[config.mk]
export PLATFORM = sky130hd
export DESIGN_NAME = alu32_sliced
export DESIGN_NICKNAME = d
export VERILOG_FILES = /design/src/rtl/alu32_pkg.sv /design/src/rtl/alu_bit_slice.sv /design/src/rtl/alu_msb_slice.sv /design/src/rtl/alu32_sliced.sv
export SDC_FILE = /design/constraint.sdc
export NUM_CORES = 1
export LEC_CHECK = 0
export CAP_MARGIN = 25
export CELL_PAD_IN_SITES_DETAIL_PLACEMENT = 2
export CELL_PAD_IN_SITES_GLOBAL_PLACEMENT = 2
export CORE_MARGIN = 3
export CORE_UTILIZATION = 26
export DETAILED_ROUTE_END_ITERATION = 8
export PLACE_DENSITY_LB_ADDON = 0.3
export SLEW_MARGIN = 5
export SYNTH_ARGS = -nofsm -noshare
export SYNTH_HDL_FRONTEND = slang
export SYNTH_SLANG_ARGS = --single-unit
export TNS_END_PERCENT = 10
[constraint.sdc]
create_clock -name vclk -period 23.1
set_input_delay 4.62 -clock vclk [all_inputs]
set_output_delay 4.62 -clock vclk [all_outputs]
set_load 0.01 [all_outputs]
[src/rtl/alu32_pkg.sv]
package alu32_pkg;

  localparam int CTRL_W = 4;

  typedef enum logic [CTRL_W-1:0] {
    OP_AND = 4'b0000,
    OP_OR  = 4'b0001,
    OP_ADD = 4'b0010,
    OP_SUB = 4'b0110,
    OP_SLT = 4'b0111,
    OP_NOR = 4'b1100
  } alu_op_e;

  typedef enum logic [1:0] {
    PICK_AND  = 2'd0,
    PICK_OR   = 2'd1,
    PICK_SUM  = 2'd2,
    PICK_LESS = 2'd3
  } pick_e;

  function automatic logic fa_sum(input logic x, input logic y, input logic ci);
    return x ^ y ^ ci;
  endfunction

  function automatic logic fa_carry(input logic x, input logic y, input logic ci);
    return (x & y) | (x & ci) | (y & ci);
  endfunction

  function automatic logic op_is_listed(input logic [CTRL_W-1:0] code);
    case (code)
      OP_AND, OP_OR, OP_ADD, OP_SUB, OP_SLT, OP_NOR: return 1'b1;
      default:                                       return 1'b0;
    endcase
  endfunction

endpackage

[src/rtl/alu_bit_slice.sv]
module alu_bit_slice
  import alu32_pkg::*;
(
  input  logic       a_i,
  input  logic       b_i,
  input  logic       ainv_i,
  input  logic       bneg_i,
  input  logic       cin_i,
  input  logic       less_i,
  input  logic [1:0] pick_i,
  output logic       res_o,
  output logic       sum_o,
  output logic       cout_o
);

  logic a_eff;
  logic b_eff;

  assign a_eff  = ainv_i ? ~a_i : a_i;
  assign b_eff  = bneg_i ? ~b_i : b_i;
  assign sum_o  = fa_sum(a_eff, b_eff, cin_i);
  assign cout_o = fa_carry(a_eff, b_eff, cin_i);

  always_comb begin
    case (pick_e'(pick_i))
      PICK_AND:  res_o = a_eff & b_eff;
      PICK_OR:   res_o = a_eff | b_eff;
      PICK_SUM:  res_o = sum_o;
      default:   res_o = less_i;
    endcase
  end

endmodule

[src/rtl/alu_msb_slice.sv]
module alu_msb_slice
  import alu32_pkg::*;
(
  input  logic       a_i,
  input  logic       b_i,
  input  logic       ainv_i,
  input  logic       bneg_i,
  input  logic       cin_i,
  input  logic       less_i,
  input  logic [1:0] pick_i,
  output logic       res_o,
  output logic       cout_o,
  output logic       set_o,
  output logic       ovf_o
);

  logic sum_w;

  alu_bit_slice u_core (
    .a_i    (a_i),
    .b_i    (b_i),
    .ainv_i (ainv_i),
    .bneg_i (bneg_i),
    .cin_i  (cin_i),
    .less_i (less_i),
    .pick_i (pick_i),
    .res_o  (res_o),
    .sum_o  (sum_w),
    .cout_o (cout_o)
  );

  // overflow only detectable at the top: carry in and carry out disagree
  assign ovf_o = cin_i ^ cout_o;
  // sign of the difference, corrected when the subtraction wrapped
  assign set_o = sum_w ^ ovf_o;

  logic a_eff_chk;
  logic b_eff_chk;
  assign a_eff_chk = ainv_i ? ~a_i : a_i;
  assign b_eff_chk = bneg_i ? ~b_i : b_i;

  always_comb begin

    msb_overflow_chk: assert (ovf_o == ((a_eff_chk == b_eff_chk) && (sum_w != a_eff_chk)));
  end

endmodule

[src/rtl/alu32_sliced.sv]
module alu32_sliced
  import alu32_pkg::*;
#(
  parameter int WIDTH = 32
) (
  input  logic [WIDTH-1:0]  op_a_i,
  input  logic [WIDTH-1:0]  op_b_i,
  input  logic [CTRL_W-1:0] ctrl_i,
  output logic [WIDTH-1:0]  result_o,
  output logic              zero_o,
  output logic              overflow_o,
  output logic              carry_o
);

  localparam int MSB = WIDTH - 1;

  logic             ainv_w;
  logic             bneg_w;
  logic [1:0]       pick_w;
  logic             listed_w;
  logic             set_w;
  logic             ovf_w;
  logic [WIDTH:0]   carry_w;
  logic [WIDTH-1:0] chain_res_w;
  logic [WIDTH-1:0] sum_unused_w;

  assign ainv_w     = ctrl_i[3];
  assign bneg_w     = ctrl_i[2];
  assign pick_w     = ctrl_i[1:0];
  assign listed_w   = op_is_listed(ctrl_i);
  assign carry_w[0] = bneg_w;
  assign sum_unused_w[MSB] = 1'b0;

  for (genvar gi = 0; gi < WIDTH; gi++) begin : g_bit
    if (gi == MSB) begin : g_top
      alu_msb_slice u_slice (
        .a_i    (op_a_i[gi]),
        .b_i    (op_b_i[gi]),
        .ainv_i (ainv_w),
        .bneg_i (bneg_w),
        .cin_i  (carry_w[gi]),
        .less_i (1'b0),
        .pick_i (pick_w),
        .res_o  (chain_res_w[gi]),
        .cout_o (carry_w[gi+1]),
        .set_o  (set_w),
        .ovf_o  (ovf_w)
      );
    end else begin : g_low
      alu_bit_slice u_slice (
        .a_i    (op_a_i[gi]),
        .b_i    (op_b_i[gi]),
        .ainv_i (ainv_w),
        .bneg_i (bneg_w),
        .cin_i  (carry_w[gi]),
        .less_i ((gi == 0) ? set_w : 1'b0),
        .pick_i (pick_w),
        .res_o  (chain_res_w[gi]),
        .sum_o  (sum_unused_w[gi]),
        .cout_o (carry_w[gi+1])
      );
    end
  end

  assign result_o   = listed_w ? chain_res_w : '0;
  assign overflow_o = listed_w & ovf_w;
  assign carry_o    = listed_w & carry_w[WIDTH];
  assign zero_o     = ~|result_o;

  logic unused_ok;
  assign unused_ok = ^sum_unused_w;

  always_comb begin
    if (ctrl_i == OP_ADD) begin

      add_result_chk: assert (result_o == op_a_i + op_b_i);
    end
    if (ctrl_i == OP_NOR) begin

      nor_result_chk: assert (result_o == ~(op_a_i | op_b_i));
    end
    if (ctrl_i == OP_SLT) begin

      slt_upper_chk: assert (result_o[WIDTH-1:1] == '0);
    end
    if (!op_is_listed(ctrl_i)) begin

      unlisted_quiet_chk: assert (result_o == '0 && !overflow_o && !carry_o);
    end
    if (ctrl_i == OP_SUB && op_a_i == op_b_i) begin

      equal_sub_zero_chk: assert (zero_o);
    end
  end

endmodule

==> impl_metrics.yaml, run 1 <==
pwr:
  worst_ir_drop_vdd_mv: 0.01206
  switching_share_pct: 53.18
  power.clock.fraction_pct: 0
  power_report.internal_total_uw: 62.88
  portion_of_total_power_attributed_to_combinational_logic_pct: 100.0
  power_density_nw_per_um2: 28.27
  pwr-share-seq_pct: 0
  total_power_uw: 134.3
  p_switching_uw: 71.40
  static-leakage-power_nw: 2.248
synth:
  avgSynthCellArea_um2: 8.108
  netlist.area_leader.share_pct: 22.81
  synth.yosys.warnings: 0
  netlist_instances: 433
  syn_nets: 597
  synth-seq-area-share_pct: 0
  yosys-top-cells-area: "sky130_fd_sc_hd__ha_1, sky130_fd_sc_hd__fa_1, sky130_fd_sc_hd__xor2_1, sky130_fd_sc_hd__inv_1, sky130_fd_sc_hd__nor2b_1"
  netlist-cell-type-count: 33
  synth_area_leader_cell: "sky130_fd_sc_hd__ha_1"
  synthesis.area_um2: 3511
flow_run:
  drv.max_cap_violation_count: 0
detailed_routing:
  drt_iter0_drc: 131
  drtAntennaViolNets: 0
  route.detailed.drc: 0
  drt-pass1-iter-count: 4
  avgViaCountPerCell: 4.354
  drt_total_wl_um: 11260
  route.vias.total: 3052
  wl_per_cell_um: 16.07
finish:
  n_antenna_cell: 0
  fillerInstances: 1504
  design_area_um2: 4750
  numSequentialCells: 0
  drive_gt1_share_pct: 8.507
  mostFrequentLayoutCell: "sky130_fd_sc_hd__clkdlybuf4s50_1"
  design.final.nets: 695
  layout.cells.most_common_list: "sky130_fd_sc_hd__clkdlybuf4s50_1, sky130_fd_sc_hd__inv_1, sky130_fd_sc_hd__ha_1"
  clock_buffers: 0
  layout.area.seq_um2: 0
  synthToLayoutAreaGrowth_pct: 35.28
timing:
  finalSetupViolCount: 0
  hold_viol: 0
  final.period_utilization_pct: 97.98
  rsz0062_at_grt: "false"
  tightest_slew_ns: 0.7663
  report.final.slew_viol_count: 0
  tns_ns: 0
  slew-limit-headroom_pct: 48.92
  fmax_mhz: 44.18
  fin_crit_ns: 22.63
  hold-worst-slack_ns: 10.29
min_path:
  whs_path_depth: 6
  hold_path_end: "zero_o"
  hp-start: "ctrl_i[1]"
  hold_path_class: "in2out"
global_route:
  grt_overflow_total: 0
  grt_pass1_wl_um: 18030
  grt_start_max_net_pins: 74
  global_route.usage.total_pct: 14.93
  antenna_found_initial: 0
  first_global_vias: 3605
critical_path:
  cp_common_cell: "sky130_fd_sc_hd__fa_1"
  worstSetupPathType: "in2out"
  timing.critical_path.slowest_stage_cell: "sky130_fd_sc_hd__fa_1"
  critical_path_arrival_ns: 18.01
  worstPathMaxFanout: 2
  cp-end-kind: "output pin"
  critical_path.startpoint_type: "input pin"
  cp_slowest_stage_delay_ns: 0.49
  worst-endpoint-required_ns: 18.48
placement:
  half_perimeter_wire_length_after_detailed_placement_um: 9445
  replace_congestion: 0.7563
  dpl_cell_area_um2: 4715
  io_buffers: 103
floorplan:
  placementRows: 41
  dieWidth_um: 122.2
  initial_utilization_pct: 27.16
  fp.coreArea_um2: 12930
  num_io_pins: 103
  floorplan.die_area_um2: 14930
  chipHeight_um: 122.2
clocking:
  cts_hold_buffers: 0
  post_cts_setup_buffer_count: 0
status:
  status: "complete, no violations"
power groups by stage:
stage | Sequential, mW | Clock (mW) | Combinational (mW)
finish | 0 | 0 | 0.134
global route | 0 | 0 | 0.153
CTS | 0 | 0 | 0.136
detailed placement | 0 | 0 | 0.135
floorplan | 0 | 0 | 0.0791
global placement | 0 | 0 | 0.127
metrics by stage:
stage / util, % / setup WS [ns] / instances
after global placement: 36.47 / -0.3889 / 701
after detailed placement: 36.47 / -0.6384 / 701
final: 36.74 / 0.4677 / 701
after global routing: 36.74 / 0.02709 / 701
after CTS: 36.58 / 0.01082 / 701
after floorplan: - / 0.6559 / 433
worst max-delay path, delay by kind of cell:
kind | cells | cell delay, ns
adders and majority gates | 31 | 11.67
buffers and inverters | 3 | 0.67
AOI/OAI and AO/OA | 3 | 0.45
and+or+nand+nor | 3 | 0.41
xor gates and xnor gates | 1 | 0.17
layout make-up:
cell class	count	area [um2]	area share, %
tap	172	215.2	4.531
multi-input combinational	329	3094	65.15
inverter	78	292.8	6.164
timing repair buffer	122	1147	24.16
cell usage after synthesis, types with 3 or more instances:
cell type	number
sky130_fd_sc_hd__buf_6	6
sky130_fd_sc_hd__o21ai_1	9
sky130_fd_sc_hd__o22a_1	10
sky130_fd_sc_hd__a21oi_1	4
sky130_fd_sc_hd__clkbuf_1	4
sky130_fd_sc_hd__o21ai_0	11
sky130_fd_sc_hd__mux2i_1	12
sky130_fd_sc_hd__nor2_1	38
sky130_fd_sc_hd__o31ai_1	15
sky130_fd_sc_hd__buf_2	15
sky130_fd_sc_hd__inv_1	78
sky130_fd_sc_hd__nand4_1	4
sky130_fd_sc_hd__o31ai_2	3
sky130_fd_sc_hd__ha_1	64
sky130_fd_sc_hd__xnor2_1	4
sky130_fd_sc_hd__fa_1	32
sky130_fd_sc_hd__nor2b_1	38
sky130_fd_sc_hd__nand2_1	10
sky130_fd_sc_hd__xor2_1	62
routing by layer:
layer / vias up / routed length [um] / global-route usage (%)
met5: - / 0 / 0
met4: 0 / 49 / 0.5598
met3: 4 / 420 / 1.021
met2: 70 / 5833 / 29.06
met1: 1462 / 4959 / 18.79
li1: 1516 / - / -
worst max-delay path by stage:
stage,startpoint,slack [ns],to,cells past startpoint
finish,op_a_i[0],0.47,zero_o,41
global route,op_a_i[0],0.03,zero_o,41
CTS,op_a_i[0],0.01,zero_o,41
detailed placement,op_b_i[1],-0.64,zero_o,40
global placement,op_b_i[1],-0.39,zero_o,40
floorplan,ctrl_i[2],0.66,zero_o,40
logic make-up (layout without fill, tap and decap cells):
| logic type | after synthesis | count (layout) | synth area share, % |
|---|---|---|---|
| adders and majority gates | 96 | 96 | 41.05 |
| buffers and inverters | 104 | 200 | 13.04 |
| and+or+nand+nor | 98 | 98 | 14.54 |
| xor gates and xnor gates | 66 | 66 | 16.46 |
| muxes | 13 | 13 | 3.742 |
| AOI/OAI and AO/OA | 56 | 56 | 11.15 |
timing repair:
action,in CTS,in global routing
resized for setup,11,8
pin swaps,2,4
setup endpoints to repair,2,5
(Power assumes the default switching activity.)
==> run 2, diff against run 1 <==
--- a/config.mk
+++ b/config.mk
@@ -12,7 +12,7 @@
 export CORE_UTILIZATION = 26
 export DETAILED_ROUTE_END_ITERATION = 8
 export PLACE_DENSITY_LB_ADDON = 0.3
-export SLEW_MARGIN = 5
+export SLEW_MARGIN = 20
 export SYNTH_ARGS = -nofsm -noshare
 export SYNTH_HDL_FRONTEND = slang
 export SYNTH_SLANG_ARGS = --single-unit
==> results of run 2 <==
No change in the layout: final DEF, timing and power equal those of run 1.
==> run 3, diff against run 2 <==
--- a/config.mk
+++ b/config.mk
@@ -9,7 +9,7 @@
 export CELL_PAD_IN_SITES_DETAIL_PLACEMENT = 2
 export CELL_PAD_IN_SITES_GLOBAL_PLACEMENT = 2
 export CORE_MARGIN = 3
-export CORE_UTILIZATION = 26
+export CORE_UTILIZATION = 29
 export DETAILED_ROUTE_END_ITERATION = 8
 export PLACE_DENSITY_LB_ADDON = 0.3
 export SLEW_MARGIN = 20
==> constraint.sdc (replaced) <==
create_clock -name vclk -period 24.3
set_input_delay 4.86 -clock vclk [all_inputs]
set_output_delay 4.86 -clock vclk [all_outputs]
set_load 0.01 [all_outputs]
==> run 3 against run 2 <==
Compared with the run above:
- via count down 1.8%
- die area down 9.9%
- routed wire length down 6.0%
- utilization up 2.8 points
- non-clock buffer count down 12
- global-route usage up 0.75 points
- flip-flop and latch count unchanged
- largest cell class unchanged
==> impl_metrics.yaml, run 3 (synthesized netlist as in run 1, its figures left out) <==
status:
  status: "complete, no violations"
detailed_routing:
  drt_total_wl_um: 10590
  route.detailed.drc: 0
  drt_iter0_drc: 68
  drtAntennaViolNets: 0
  drt-pass1-iter-count: 4
  route.vias.total: 2996
  avgViaCountPerCell: 4.539
  wl_per_cell_um: 16.04
finish:
  fillerInstances: 1360
  design_area_um2: 4594
  layout.cells.most_common_list: "sky130_fd_sc_hd__clkdlybuf4s50_1, sky130_fd_sc_hd__inv_1, sky130_fd_sc_hd__ha_1"
  mostFrequentLayoutCell: "sky130_fd_sc_hd__clkdlybuf4s50_1"
  design.final.nets: 683
  clock_buffers: 0
  drive_gt1_share_pct: 3.675
  post-route-util_pct: 39.56
  numSequentialCells: 0
  n_antenna_cell: 0
  layout.area.seq_um2: 0
  synthToLayoutAreaGrowth_pct: 30.86
timing:
  final.period_utilization_pct: 97.71
  tightest_slew_ns: 0.7594
  fmax_mhz: 42.12
  finalSetupViolCount: 0
  slew-limit-headroom_pct: 49.38
  report.final.slew_viol_count: 0
  fin_crit_ns: 23.74
  hold-worst-slack_ns: 10.75
  hold_viol: 0
placement:
  io_buffers: 103
  half_perimeter_wire_length_after_detailed_placement_um: 8934
  replace_congestion: 0.7736
  dpl_cell_area_um2: 4588
critical_path:
  critical_path_arrival_ns: 18.88
  worstPathMaxFanout: 3
  cp_slowest_stage_delay_ns: 0.50
  worst-endpoint-required_ns: 19.44
  timing.critical_path.slowest_stage_cell: "sky130_fd_sc_hd__fa_1"
  cp-end-kind: "output pin"
  critical_path.startpoint_type: "input pin"
  cp_common_cell: "sky130_fd_sc_hd__fa_1"
  worstSetupPathType: "in2out"
floorplan:
  fp.coreArea_um2: 11610
  initial_utilization_pct: 30.23
  floorplan.die_area_um2: 13460
  dieWidth_um: 116.0
  chipHeight_um: 116.0
  placementRows: 39
  num_io_pins: 103
pwr:
  static-leakage-power_nw: 2.209
  worst_ir_drop_vdd_mv: 0.01064
  power_density_nw_per_um2: 26.54
  total_power_uw: 121.9
global_route:
  grt_start_max_net_pins: 74
  antenna_found_initial: 0
  grt.met2_usage_pct: 30.26
  global_route.usage.total_pct: 15.68
  grt-busiest-layer: "met2"
  gr-usage-met3_pct: 0.8877
  grt_pass1_wl_um: 17070
  grt_overflow_total: 0
  grt_use_met1_pct: 20.37
  first_global_vias: 3368
min_path:
  hold_path_class: "in2out"
clocking:
  post_cts_setup_buffer_count: 0
flow_run:
  drv.max_cap_violation_count: 0
## run 3: path summary, 6_finish.rpt
path                  start     end  slack [ns]  cells past startpoint
setup / recovery  op_a_i[0]  zero_o        0.56                     41
hold / removal    ctrl_i[3]  zero_o       10.75                      7
## run 3: cell type report
class | instances | area (um2) | share of cell area [%]
inverter | 78 | 292.8 | 6.373
multi-input combinational | 329 | 3057 | 66.53
tap | 143 | 178.9 | 3.894
timing repair buffer | 110 | 1066 | 23.20
## run 3: per-stage QoR
step | setup TNS, ns | setup slack [ns] | std cells
detailed placement | 0 | 0.09655 | 660
global route | -0.007788 | -0.007788 | 660
floorplan | 0 | 1.376 | 433
finish | 0 | 0.5570 | 660
global placement | 0 | 0.3917 | 660
CTS | 0 | 0.04078 | 660
## run 3: power breakdown
group	internal, mW	leakage, nW	switching [mW]
Clock	0	0	0
Combinational	0.0565	2.21	0.0655
Sequential	0	0	0
Total	0.0565	2.21	0.0655
## run 3: what timing repair did
| action | in CTS | in global routing |
|---|---|---|
| endpoints found under the setup margin | 0 | 1 |
| gates resized for setup | 0 | 2 |
| hold buffers | 0 | 0 |
## run 3: layer usage
metal  vias up  routed length (um)
li1       1482                   -
met1      1450                4677
met2        64                5493
met3         0                 416
met4         0                   0
met5         -                   0
## run 3: critical path: cells and delay by family
kind	cells	cell delay, ns
buffers and inverters	3	0.69
and+or+nand+nor	3	0.45
xor gates and xnor gates	1	0.19
adders and majority gates	31	12.21
AOI/OAI and AO/OA	3	0.47
